[config.mk]
export PLATFORM = sky130hd
export DESIGN_NAME = tj_expand
export DESIGN_NICKNAME = d
export VERILOG_FILES = /design/src/rtl/tj_pkg.sv /design/src/rtl/tj_index_extract.sv /design/src/rtl/tj_fetch_fsm.sv /design/src/rtl/tj_jump_gen.sv /design/src/rtl/tj_expand.sv
export SDC_FILE = /design/constraint.sdc
export NUM_CORES = 1
export LEC_CHECK = 0
export ABC_AREA = 1
export CORE_MARGIN = 4
export CORE_UTILIZATION = 45
export CTS_BUF_LIST = sky130_fd_sc_hd__clkbuf_4 sky130_fd_sc_hd__clkbuf_8
export DETAILED_ROUTE_END_ITERATION = 7
export GPL_TIMING_DRIVEN = 0
export PLACE_DENSITY_LB_ADDON = 0.2
export SETUP_SLACK_MARGIN = 0.02
export SLEW_MARGIN = 10
export SYNTH_ARGS = -nofsm -noshare
export SYNTH_HDL_FRONTEND = slang
export SYNTH_HIERARCHICAL = 1
export SYNTH_SLANG_ARGS = --single-unit
[constraint.sdc]
create_clock -name clk_i -period 2.1 [get_ports clk_i]
set_input_delay 0.42 -clock clk_i [delete_from_list [all_inputs] [get_ports clk_i]]
set_output_delay 0.42 -clock clk_i [all_outputs]
set_load 0.005 [all_outputs]
[src/rtl/tj_pkg.sv]
package tj_pkg;

  localparam int unsigned INSTR_W = 32;
  localparam logic [6:0]  OPC_JAL = 7'b1101111;

  typedef enum logic [1:0] {
    TJ_IDLE = 2'd0,
    TJ_REQ  = 2'd1,
    TJ_WAIT = 2'd2,
    TJ_EMIT = 2'd3
  } tj_state_e;

  // Pack a 21-bit byte offset and rd into a JAL word.
  function automatic logic [INSTR_W-1:0] enc_jal(input logic [20:0] off,
                                                 input logic [4:0]  rd);
    return {off[20], off[10:1], off[11], off[19:12], rd, OPC_JAL};
  endfunction

endpackage

[src/rtl/tj_index_extract.sv]
module tj_index_extract #(
  parameter int unsigned XLEN      = 32,
  parameter int unsigned IDX_W     = 8,
  parameter int unsigned LINK_FROM = 32
) (
  input  logic [IDX_W-1:0] idx_field_i,
  input  logic [XLEN-1:0]  base_i,
  output logic [XLEN-1:0]  entry_addr_o,
  output logic             link_o
);
  localparam int unsigned ENTRY_SHIFT = 2;

  logic [XLEN-1:0] idx_ext;

  assign idx_ext      = XLEN'(idx_field_i);
  assign entry_addr_o = base_i + (idx_ext << ENTRY_SHIFT);
  assign link_o       = (idx_ext >= XLEN'(LINK_FROM));
endmodule

[src/rtl/tj_fetch_fsm.sv]
module tj_fetch_fsm
  import tj_pkg::*;
#(
  parameter int unsigned XLEN = 32
) (
  input  logic                clk_i,
  input  logic                rst_ni,
  input  logic                start_i,
  input  logic [XLEN-1:0]     entry_addr_i,
  input  logic                link_i,
  input  logic [XLEN-1:0]     pc_i,
  input  logic                req_ready_i,
  input  logic                rsp_valid_i,
  input  logic [INSTR_W-1:0]  rsp_data_i,
  output tj_state_e           state_o,
  output logic                req_valid_o,
  output logic [XLEN-1:0]     req_addr_o,
  output logic [INSTR_W-1:0]  target_o,
  output logic [XLEN-1:0]     pc_o,
  output logic                link_o
);
  tj_state_e state_q, state_d;
  logic [XLEN-1:0]    addr_q;
  logic [XLEN-1:0]    pc_q;
  logic [INSTR_W-1:0] tgt_q;
  logic               link_q;

  always_comb begin
    state_d = state_q;
    unique case (state_q)
      TJ_IDLE: if (start_i)     state_d = TJ_REQ;
      TJ_REQ:  if (req_ready_i) state_d = TJ_WAIT;
      TJ_WAIT: if (rsp_valid_i) state_d = TJ_EMIT;
      TJ_EMIT:                  state_d = TJ_IDLE;
      default:                  state_d = TJ_IDLE;
    endcase
  end

  always_ff @(posedge clk_i or negedge rst_ni) begin
    if (!rst_ni) begin
      state_q <= TJ_IDLE;
      addr_q  <= '0;
      pc_q    <= '0;
      tgt_q   <= '0;
      link_q  <= 1'b0;
    end else begin
      state_q <= state_d;
      if (state_q == TJ_IDLE && start_i) begin
        addr_q <= entry_addr_i;
        pc_q   <= pc_i;
        link_q <= link_i;
      end
      if (state_q == TJ_WAIT && rsp_valid_i) tgt_q <= rsp_data_i;
    end
  end

  assign state_o     = state_q;
  assign req_valid_o = (state_q == TJ_REQ);
  assign req_addr_o  = addr_q;
  assign target_o    = tgt_q;
  assign pc_o        = pc_q;
  assign link_o      = link_q;
endmodule

[src/rtl/tj_jump_gen.sv]
module tj_jump_gen
  import tj_pkg::*;
#(
  parameter int unsigned XLEN = 32
) (
  input  logic [INSTR_W-1:0] target_i,
  input  logic [XLEN-1:0]    pc_i,
  input  logic               link_i,
  output logic [INSTR_W-1:0] instr_o
);
  localparam logic [4:0] RD_NONE = 5'd0;
  localparam logic [4:0] RD_RA   = 5'd1;

  logic [XLEN-1:0] tgt_ext;
  logic [XLEN-1:0] off;

  assign tgt_ext = XLEN'(target_i) & ~XLEN'(1);
  assign off     = tgt_ext - pc_i;
  assign instr_o = enc_jal(off[20:0], link_i ? RD_RA : RD_NONE);
endmodule

[src/rtl/tj_expand.sv]
module tj_expand
  import tj_pkg::*;
#(
  parameter int unsigned XLEN      = 32,
  parameter int unsigned IDX_W     = 8,
  parameter int unsigned IDX_LSB   = 2,
  parameter int unsigned LINK_FROM = 32
) (
  input  logic               clk_i,
  input  logic               rst_ni,
  input  logic [31:0]        instr_i,
  input  logic [XLEN-1:0]    pc_i,
  input  logic               is_tj_i,
  input  logic               illegal_i,
  input  logic               compressed_i,
  input  logic [XLEN-1:0]    tbl_base_i,
  output logic               mem_req_valid_o,
  input  logic               mem_req_ready_i,
  output logic [XLEN-1:0]    mem_req_addr_o,
  input  logic               mem_rsp_valid_i,
  input  logic [31:0]        mem_rsp_data_i,
  output logic [31:0]        instr_o,
  output logic               illegal_o,
  output logic               compressed_o,
  output logic               fetch_stall_o
);
  tj_state_e          state;
  logic               start;
  logic [XLEN-1:0]    entry_addr;
  logic               link_new, link_held;
  logic [INSTR_W-1:0] target;
  logic [XLEN-1:0]    pc_held;
  logic [INSTR_W-1:0] jump_word;
  logic               emit;

  tj_index_extract #(.XLEN(XLEN), .IDX_W(IDX_W), .LINK_FROM(LINK_FROM)) u_idx (
    .idx_field_i (instr_i[IDX_LSB +: IDX_W]),
    .base_i      (tbl_base_i),
    .entry_addr_o(entry_addr),
    .link_o      (link_new)
  );

  assign start = (state == TJ_IDLE) && is_tj_i && !illegal_i;

  tj_fetch_fsm #(.XLEN(XLEN)) u_fsm (
    .clk_i       (clk_i),
    .rst_ni      (rst_ni),
    .start_i     (start),
    .entry_addr_i(entry_addr),
    .link_i      (link_new),
    .pc_i        (pc_i),
    .req_ready_i (mem_req_ready_i),
    .rsp_valid_i (mem_rsp_valid_i),
    .rsp_data_i  (mem_rsp_data_i),
    .state_o     (state),
    .req_valid_o (mem_req_valid_o),
    .req_addr_o  (mem_req_addr_o),
    .target_o    (target),
    .pc_o        (pc_held),
    .link_o      (link_held)
  );

  tj_jump_gen #(.XLEN(XLEN)) u_gen (
    .target_i(target),
    .pc_i    (pc_held),
    .link_i  (link_held),
    .instr_o (jump_word)
  );

  assign emit          = (state == TJ_EMIT);
  assign fetch_stall_o = start || (state == TJ_REQ) || (state == TJ_WAIT);
  assign instr_o       = emit ? jump_word : instr_i;
  assign illegal_o     = emit ? 1'b0 : illegal_i;
  assign compressed_o  = emit ? 1'b1 : compressed_i;
endmodule

==> metrics.cfg, run 1 <==
[finish]
area_delta_synth_final_pct = 57.37
postLayoutCellArea_um2 = 10060
antennaDiodeCount = 0
layout.nets = 1469
final_layout_size_suffix_gt1_frac = 0.2601
fill_cells = 1107

[placement]
dpl.hpwl_um = 15380
placed_cell_area_um2 = 8436
io_buffers = 176
routabilityCongestion = 0.9292
dp_slack_ns = -0.6711

[clock_network]
clockRootBuffer = clkbuf_8
path_clk_slew_ns = 0.09
htree_levels = 3
clkLatencyLatePin_ns = 0.37
cts_buffers = 9
clockBufferDepth = 2
clock_sinks = 76
tritoncts = done

[sta]
setup_violations = 19
min_period_ns = 2.676
setup_slack_ns = -0.5755
relSlewSlack = 0.6466
final-max-slew-violation-count = 0
fin_skew_ns = 0.01340
worstMarginPinSlew_ns = 0.5301
rsz0062_at_grt = true
period_share = 1.274
max_freq_mhz = 373.8
fin_hold_ws_ns = 0.2697
hold_violations = 0

[flow_run]
cap_violations = 0

[global_routing]
overflow = 0
grt_max_degree = 56
first_global_vias = 7391
antenna_found_initial = 0
grt_pass1_wl_um = 35420
grt_usage = 0.2717

[die]
start_util = 0.4603
ios = 203
rows = 43
core_um2 = 13880
die_x_um = 127.2
die_h_um = 127.2
design.die.area_um2 = 16170

[worst_setup_path]
critPathKind = flip-flop to output pin
critPathLaunchType = flip-flop
arrival_ns = 2.26
cp-end-kind = output pin
required_ns = 1.68
critPathMaxFanout = 4

[synthesis]
netlist_instances = 1031
netlist_area_um2 = 6390
avgSynthCellArea_um2 = 6.198
yosys_warnings = 6

[detailed_routing]
wire_per_inst_um = 16.63
drt-vias-per-instance = 5.243
dr.pass1.iters = 6
drc = 0
drt_first_iter_violations = 600
vias = 7797
ant_nets = 0
routed_wirelength_um = 24730

[power_and_ir_drop]
leakagePower_nw = 5.312
vdd_drop_max_v = 0.0006979
p_per_area_nw_per_um2 = 1709

[run_status]
outcome = complete, but fails checks
failed_checks = setup timing

[min_path]
worstHoldPathType = input pin to flip-flop

[path summary, 6_finish.rpt]
path / start / end / slack, ns / depth (start not counted)
setup / recovery: u_fsm/pc_o[0] / instr_o[12] / -0.58 / 14
hold / removal: tbl_base_i[0] / u_fsm/req_addr_o[0] / 0.27 / 3
setup reg to reg: u_fsm/state_o[1] / u_fsm/req_addr_o[2] / 0.23 / 8
hold reg to reg: u_fsm/req_addr_o[5] / u_fsm/req_addr_o[5] / 0.47 / 2
max in group asynchronous: rst_ni / u_fsm/req_addr_o[24] / 0.99 / 3
min in group asynchronous: rst_ni / u_fsm/pc_o[2] / 0.50 / 2
[metal layers]
layer	share of wire	track usage	vias to the layer above
li1	-	-	3691
met1	0.38	0.3281	3561
met2	0.48	0.4788	440
met5	0	0	-
met4	0.049	0.09716	0
met3	0.088	0.05686	105
[flip-flops by register name (all words and copies together), names as in the netlist]
signal            cells
u_fsm/link_o          1
u_fsm/pc_o           21
u_fsm/target_o       20
u_fsm/req_addr_o     32
u_fsm/state_o         2
[layout by cell type (no fill, tap or decap), types with 17 or more instances in the layout]
cell type	n
inv_1	97
inv_2	23
nand3_1	108
nand2_1	430
nand2_2	43
ha_4	20
nand2_4	17
buf_4	62
buf_6	26
nor2_1	29
buf_2	37
clkdlybuf4s50_1	138
dfrtp_1	74
[cell type report]
class	count	area (um2)	share of cell area
Sequential cell	76	1904	0.1894
Buffer	49	317.8	0.03160
Multi-Input combinational cell	791	4589	0.4564
Clock buffer	10	137.6	0.01369
Tap cell	180	225.2	0.02240
Timing Repair Buffer	251	2356	0.2343
Clock inverter	6	47.55	0.004728
Inverter	124	478.0	0.04753
[timing repair]
action                                 4_1_cts  5_1_grt
pin swaps                                   54       59
setup buffers                               50       24
hold buffers                                 1        0
gates cloned                                 0        0
setup endpoints to repair                   41       36
resized for setup                          232      103
endpoints found under the hold margin       21        0
[stage by stage]
stage / TNS (ns) / power [mW] / util / std cells
finish: -8.939 / 17.19 / 0.7244 / 1487
CTS: -7.422 / 14.49 / 0.6878 / 1464
detailed placement: -16.46 / 10.49 / 0.6077 / 1397
global route: -10.78 / 18.18 / 0.7244 / 1487
floorplan: 0 / 7.585 / - / 1040
global placement: -180.87 / 10.38 / 0.6059 / 1396
[worst max-delay path, stage by stage, from the launching register on]
cell and delay, ns:
dfrtp_1 0.40, inv_2 0.09, fa_2 0.42, nand3_2 0.10, nand3_4 0.11, nand2_4 0.09, nand3_4 0.09, buf_6 0.14
nand2_4 0.05, nand2_2 0.05, nand2_1 0.05, nand2_1 0.08, nand2_1 0.07, nand2_1 0.04, buf_2 0.12
[power by group]
group / total, mW / internal (mW) / leakage, nW / switching (mW)
logic: 13.4 / 6.17 / 4.27 / 7.20
clock network: 1.09 / 0.472 / 0.0933 / 0.622
registers: 2.72 / 2.19 / 0.950 / 0.536
(Power assumes the default switching activity.)
==> inputs of run 2 (changes only) <==
- CTS_CLUSTER_DIAMETER: not set -> 120
- GPL_TIMING_DRIVEN: 0 -> not set
==> metrics.cfg, run 2 (synthesis results as in run 1) <==
[run_status]
outcome = complete, but fails checks
failed_checks = setup timing

[die]
core_um2 = 13880  ; unchanged
die_h_um = 127.2  ; unchanged
die_x_um = 127.2  ; unchanged
ios = 203  ; unchanged
design.die.area_um2 = 16170  ; unchanged
rows = 43  ; unchanged
start_util = 0.4603  ; unchanged

[finish]
final_common_cell = nand2_1
antennaDiodeCount = 0  ; unchanged
multi_input_comb_area_um2 = 4554  ; -0.76%
layout.nets = 1488  ; +1.3%
regArea_um2 = 1902  ; -0.13%
final_cell_mix = nand2_1 (433), clkdlybuf4s50_1 (140), buf_4 (109), nand3_1 (109), inv_1 (99)
final_layout_size_suffix_gt1_frac = 0.2670  ; +0.006831
fill_cells = 1070  ; -3.3%
largest_register_ffs = 32  ; unchanged
area_delta_synth_final_pct = 60.70

[sta]
max_freq_mhz = 373.0  ; -0.20%
worstMarginPinSlew_ns = 0.5599  ; +0.02980 ns
relSlewSlack = 0.6267  ; -0.01987
min_period_ns = 2.681  ; +0.005443 ns
rsz0062_at_grt = true
fin_skew_ns = 0.01433  ; +0.0009298 ns
hold_violations = 0  ; unchanged
period_share = 1.277  ; +0.002592
setup_slack_ns = -0.5810  ; -0.005443 ns
setup_tns_ns = -7.981  ; +0.9581 ns
setup_violations = 19  ; unchanged
final-max-slew-violation-count = 0  ; unchanged

[detailed_routing]
vias = 7700  ; -1.2%
wire_per_inst_um = 15.79  ; -5.1%
drc = 0  ; unchanged
wl_met2_um = 11500  ; -3.1%
drt-vias-per-instance = 5.113  ; -2.5%
routed_wirelength_um = 23780  ; -3.8%
met3_length_um = 1764  ; -19%
ant_nets = 0  ; unchanged
drt_first_iter_violations = 446  ; -26%
dr.pass1.iters = 5  ; -1
dr.max_layer_used = met4
drt-met1-wl_um = 9507  ; +0.18%

[worst_setup_path]
critPathKind = flip-flop to output pin
critPathLaunchType = flip-flop
cp_cell_sequence = inv_2 > fa_2 > nand3_4 > nand3_4 > nand2_2 > nand3_2 > buf_6 > nand2_4 > nand2_2 > nand2_1 > nand2_1 > nand2_1 > nand2_1 > buf_2
required_ns = 1.68  ; about the same
cp-end-kind = output pin
max_stage_delay_ns = 0.43  ; about the same
critPathMaxFanout = 4  ; unchanged
cp_slowest_cell = fa_2
cp_common_cell = nand2_1
arrival_ns = 2.26  ; about the same

[global_routing]
grt_max_degree = 55  ; -1.8%
grt_pass1_wl_um = 35740  ; +0.90%
overflow = 0  ; unchanged
first_global_vias = 7422  ; +0.42%
antenna_found_initial = 0  ; unchanged
grt_usage = 0.2743  ; +0.002590

[clock_network]
path_clk_slew_ns = 0.10  ; about the same
htree_levels = 3  ; unchanged
clockRootBuffer = clkbuf_8
tritoncts = done
cts-hold-fix-buffers = 0  ; -1
clockBufferDepth = 2  ; unchanged
clock_sinks = 76  ; unchanged
clkLatencyLatePin_ns = 0.38  ; about the same
cts_buffers = 9  ; unchanged

[power_and_ir_drop]
vdd_drop_max_v = 0.0007752  ; +11%
power_mw = 17.42  ; +1.4%
p_per_area_nw_per_um2 = 1696  ; -0.75%
leakagePower_nw = 5.508  ; +3.7%

[placement]
routabilityCongestion = 0.9608  ; +3.4%
dpl.hpwl_um = 15510  ; +0.86%
io_buffers = 179  ; +1.7%

[flow_run]
cap_violations = 0  ; unchanged

[min_path]
worstHoldPathType = input pin to asynchronous set/reset pin

==> run 2: cell count changes in the layout (fill, tap and decap cells not counted), sizes merged <==
cell,change
buf,+23
clkbuf,-10
clkdlybuf4s15,+6
dlygate4sd2,-6
inv,+3
clkdlybuf4s50,+2
dlymetal6s2s,+2
bufbuf,+1
clkinv,-1
dlygate4sd3,-1
==> run 2: power breakdown <==
group	internal, mW	switching [mW]	total (mW)
sequential	2.18	0.524	2.71
combinational	6.49	7.08	13.6
clock	0.458	0.686	1.14
total	9.13	8.29	17.4
==> run 2: critical path, delay by kind of cell (launching register included) <==
kind | cells | cell delay (ns)
adder cells (fa/ha/maj) | 1 | 0.43
flip-flops | 1 | 0.38
AND/OR/NAND/NOR | 10 | 0.74
buffers and inverters | 3 | 0.33
==> run 2: cell type report <==
cell class              instances  share of cell area
clock buffers                   9             0.01206
repair inverters                1           0.0008529
well taps                     180             0.02193
repair buffers                318              0.2835
multi-input cells             791              0.4435
flip-flops and latches         76              0.1852
clock inverters                 7            0.006336
inverters                     124             0.04655
==> run 2: path summary, 6_finish.rpt <==
kind | from | end | slack (ns) | cells past startpoint
worst max-delay path | u_fsm/pc_o[0] | instr_o[12] | -0.58 | 14
worst min-delay path | rst_ni | u_fsm/req_addr_o[28] | 0.02 | 1
worst max register to register | u_fsm/state_o[0] | u_fsm/pc_o[14] | 0.29 | 8
worst min register to register | u_fsm/req_addr_o[4] | u_fsm/req_addr_o[4] | 0.48 | 2
max in group asynchronous | rst_ni | u_fsm/pc_o[7] | 1.51 | 2
min in group clk_i | instr_i[2] | u_fsm/req_addr_o[2] | 0.46 | 4
==> run 2: routing by layer <==
| metal | GRT usage | up-vias |
|---|---|---|
| met5 | 0 | - |
| met2 | 0.4714 | 328 |
| li1 | - | 3735 |
| met3 | 0.06773 | 89 |
| met4 | 0.09464 | 0 |
| met1 | 0.3363 | 3548 |
==> run 2: timing repair <==
action | in CTS | in global routing
setup buffers | 41 | 12
endpoints found under the setup margin | 38 | 33
resized for setup | 224 | 93
gates cloned | 2 | 0
pin swaps | 78 | 72
==> run 2: through the flow <==
| stage | std cells | hold slack [ns] | worst slack [ns] | util | instance area, um2 |
|---|---|---|---|---|---|
| detailed placement | 1437 | 0.4474 | -0.5188 | 0.6390 | 8870 |
| global route | 1506 | 0.04906 | -0.6899 | 0.7398 | 10270 |
| CTS | 1496 | 0.02573 | -0.4682 | 0.7159 | 9937 |
| floorplan | 1040 | 0.1244 | 0.1191 | - | 6424 |
| global placement | 1437 | 0.4438 | -0.6587 | 0.6390 | 8870 |
| finish | 1506 | 0.02247 | -0.5810 | 0.7398 | 10270 |
==> inputs of run 3 (changes only) <==
- CTS_BUF_LIST: sky130_fd_sc_hd__clkbuf_4 sky130_fd_sc_hd__clkbuf_8 -> not set
==> metrics.cfg, run 3 (synthesis results as in run 1) <==
[sta]
final-max-slew-violation-count = 0  ; unchanged
setup_slack_ns = -0.5689  ; +0.01201 ns
rsz0062_at_grt = true
relSlewSlack = 0.6228  ; -0.003943
max_freq_mhz = 374.7  ; +0.45%
hold_violations = 0  ; unchanged
period_share = 1.271  ; -0.005721
worstMarginPinSlew_ns = 0.5658  ; +0.005915 ns
setup_violations = 19  ; unchanged
min_period_ns = 2.669  ; -0.01201 ns
fin_skew_ns = 0.007885  ; -0.006445 ns

[die]
ios = 203  ; unchanged
design.die.area_um2 = 16170  ; unchanged
start_util = 0.4603  ; unchanged
die_x_um = 127.2  ; unchanged
die_h_um = 127.2  ; unchanged
rows = 43  ; unchanged
core_um2 = 13880  ; unchanged

[min_path]
worstHoldPathType = input pin to asynchronous set/reset pin

[placement]
routabilityCongestion = 0.9608  ; unchanged
place_inst = 1437  ; unchanged
dp_slack_ns = -0.5188  ; unchanged
io_buffers = 179  ; unchanged
placed_cell_area_um2 = 8870  ; unchanged
dpl.hpwl_um = 15510  ; unchanged

[worst_setup_path]
regToRegEndpoint = u_fsm/pc_o[1]
worst_r2r_path_depth = 8  ; unchanged
critPathMaxFanout = 4  ; unchanged
cp_cell_sequence = inv_2 > fa_2 > nand3_4 > nand3_4 > nand2_2 > nand3_2 > buf_6 > nand2_4 > nand2_2 > nand2_1 > nand2_1 > nand2_1 > nand2_1 > buf_2
critical_path_buf_inv_count = 3  ; unchanged
critPathKind = flip-flop to output pin
cp_common_cell = nand2_1
cp-end-kind = output pin
required_ns = 1.68  ; about the same
rrSetupSlack_ns = 0.26  ; -0.03 ns
critPathTopFamily = simple AND/OR/NAND/NOR gates
max_stage_delay_ns = 0.42  ; about the same
cp_slowest_cell = fa_2
arrival_ns = 2.25  ; about the same
critPathLaunchType = flip-flop
r2r-start = u_fsm/state_o[0]

[finish]
finalNonFillerCells = 1499  ; -0.46%
final_cell_mix = nand2_1 (424), clkdlybuf4s50_1 (141), nand3_1 (106), buf_4 (104), inv_1 (97)
largest_register_ffs = 32  ; unchanged
area_delta_synth_final_pct = 63.93
final_layout_size_suffix_gt1_frac = 0.2745  ; +0.007482
postLayoutCellArea_um2 = 10480  ; +2.0%
antennaDiodeCount = 0  ; unchanged
layout.nets = 1481  ; -0.47%
final_common_cell = nand2_1

[clock_network]
tritoncts = done
clock_sinks = 76  ; unchanged
path_clk_slew_ns = 0.07  ; -0.03 ns
cts_buffers = 9  ; unchanged
clockBufferDepth = 2  ; unchanged
clkLatencyLatePin_ns = 0.35  ; -0.03 ns
clockRootBuffer = clkbuf_16
htree_levels = 3  ; unchanged

[detailed_routing]
dr.pass1.iters = 5  ; unchanged
drc = 0  ; unchanged
drt-vias-per-instance = 5.213  ; +2.0%
ant_nets = 0  ; unchanged
vias = 7814  ; +1.5%
drt_first_iter_violations = 542  ; +22%
wire_per_inst_um = 16.48  ; +4.4%
routed_wirelength_um = 24700  ; +3.9%

[global_routing]
grt_usage = 0.2760  ; +0.001642
first_global_vias = 7466  ; +0.59%
grt_pass1_wl_um = 35970  ; +0.65%
grt_max_degree = 55  ; unchanged
antenna_found_initial = 0  ; unchanged
overflow = 0  ; unchanged

[power_and_ir_drop]
power_mw = 18.11  ; +4.0%
p_per_area_nw_per_um2 = 1729  ; +1.9%
leakagePower_nw = 5.564  ; +1.0%
vdd_drop_max_v = 0.0008237  ; +6.2%

[run_status]
failed_checks = setup timing
outcome = complete, but fails checks

[flow_run]
cap_violations = 0  ; unchanged

[run 3: changes by cell type in the layout (fill, tap and decap cells not counted), moves of 4 or more]
cell	delta
clkbuf_16	+10
clkbuf_8	-9
buf_6	-4
dlygate4sd2_1	+4
clkdlybuf4s15_1	-5
clkbuf_2	-4
buf_4	-5
nand2_2	+9
nand2_1	-9
[run 3: final cells by class]
| type | count | area, um2 |
|---|---|---|
| multi-input combinational | 791 | 4676 |
| tap | 180 | 225.2 |
| clock inverter | 7 | 65.06 |
| sequential | 76 | 1903 |
| clock buffer | 9 | 225.2 |
| inverter | 124 | 480.5 |
| fill | 999 | 3406 |
| timing repair buffer | 312 | 2900 |
[run 3: worst max-delay path by stage]
stage / startpoint / to / slack (ns) / cells past startpoint
after floorplan: u_fsm/pc_o[0] / instr_o[16] / 0.12 / 12
after global routing: u_fsm/pc_o[0] / instr_o[16] / -0.66 / 14
final: u_fsm/pc_o[0] / instr_o[16] / -0.57 / 14
after detailed placement: u_fsm/target_o[11] / instr_o[18] / -0.52 / 12
after CTS: u_fsm/pc_o[1] / instr_o[16] / -0.41 / 14
after global placement: u_fsm/pc_o[10] / instr_o[18] / -0.66 / 13
[run 3: what timing repair did]
item,CTS,global route
resized for setup,236,94
setup endpoints to repair,44,38
hold buffers,0,0
pin swaps,82,65
setup buffers,35,14
cloned,1,1
[run 3: power by group]
group	switching, mW	internal, mW
logic	7.34	6.50
clock network	0.721	0.830
registers	0.530	2.19
total	8.59	9.52
[run 3: worst register-to-register path: cells and delay by family, from the launching register on]
family | cells | cell delay [ns]
buffers and inverters | 4 | 0.61
DFF | 1 | 0.42
adders and majority gates | 1 | 0.38
and+or+nand+nor | 3 | 0.31
[run 3: metrics by stage]
step | setup TNS [ns] | hold slack [ns] | utilization
2_1_floorplan | 0 | 0.1244 | -
3_3_place_gp | -13.00 | 0.4438 | 0.6390
3_5_place_dp | -13.87 | 0.4474 | 0.6390
4_1_cts | -6.060 | 0.07287 | 0.7220
5_1_grt | -9.530 | 0.1103 | 0.7546
6_report | -7.753 | 0.07289 | 0.7546
[run 3: routing by layer]
metal	part of all wire	global-route usage	routed length, um	vias up
li1	-	-	-	3722
met1	0.38	0.3294	9497	3611
met2	0.48	0.4854	11870	369
met3	0.084	0.06522	2079	112
met4	0.051	0.09842	1254	0
met5	0	0	0	-
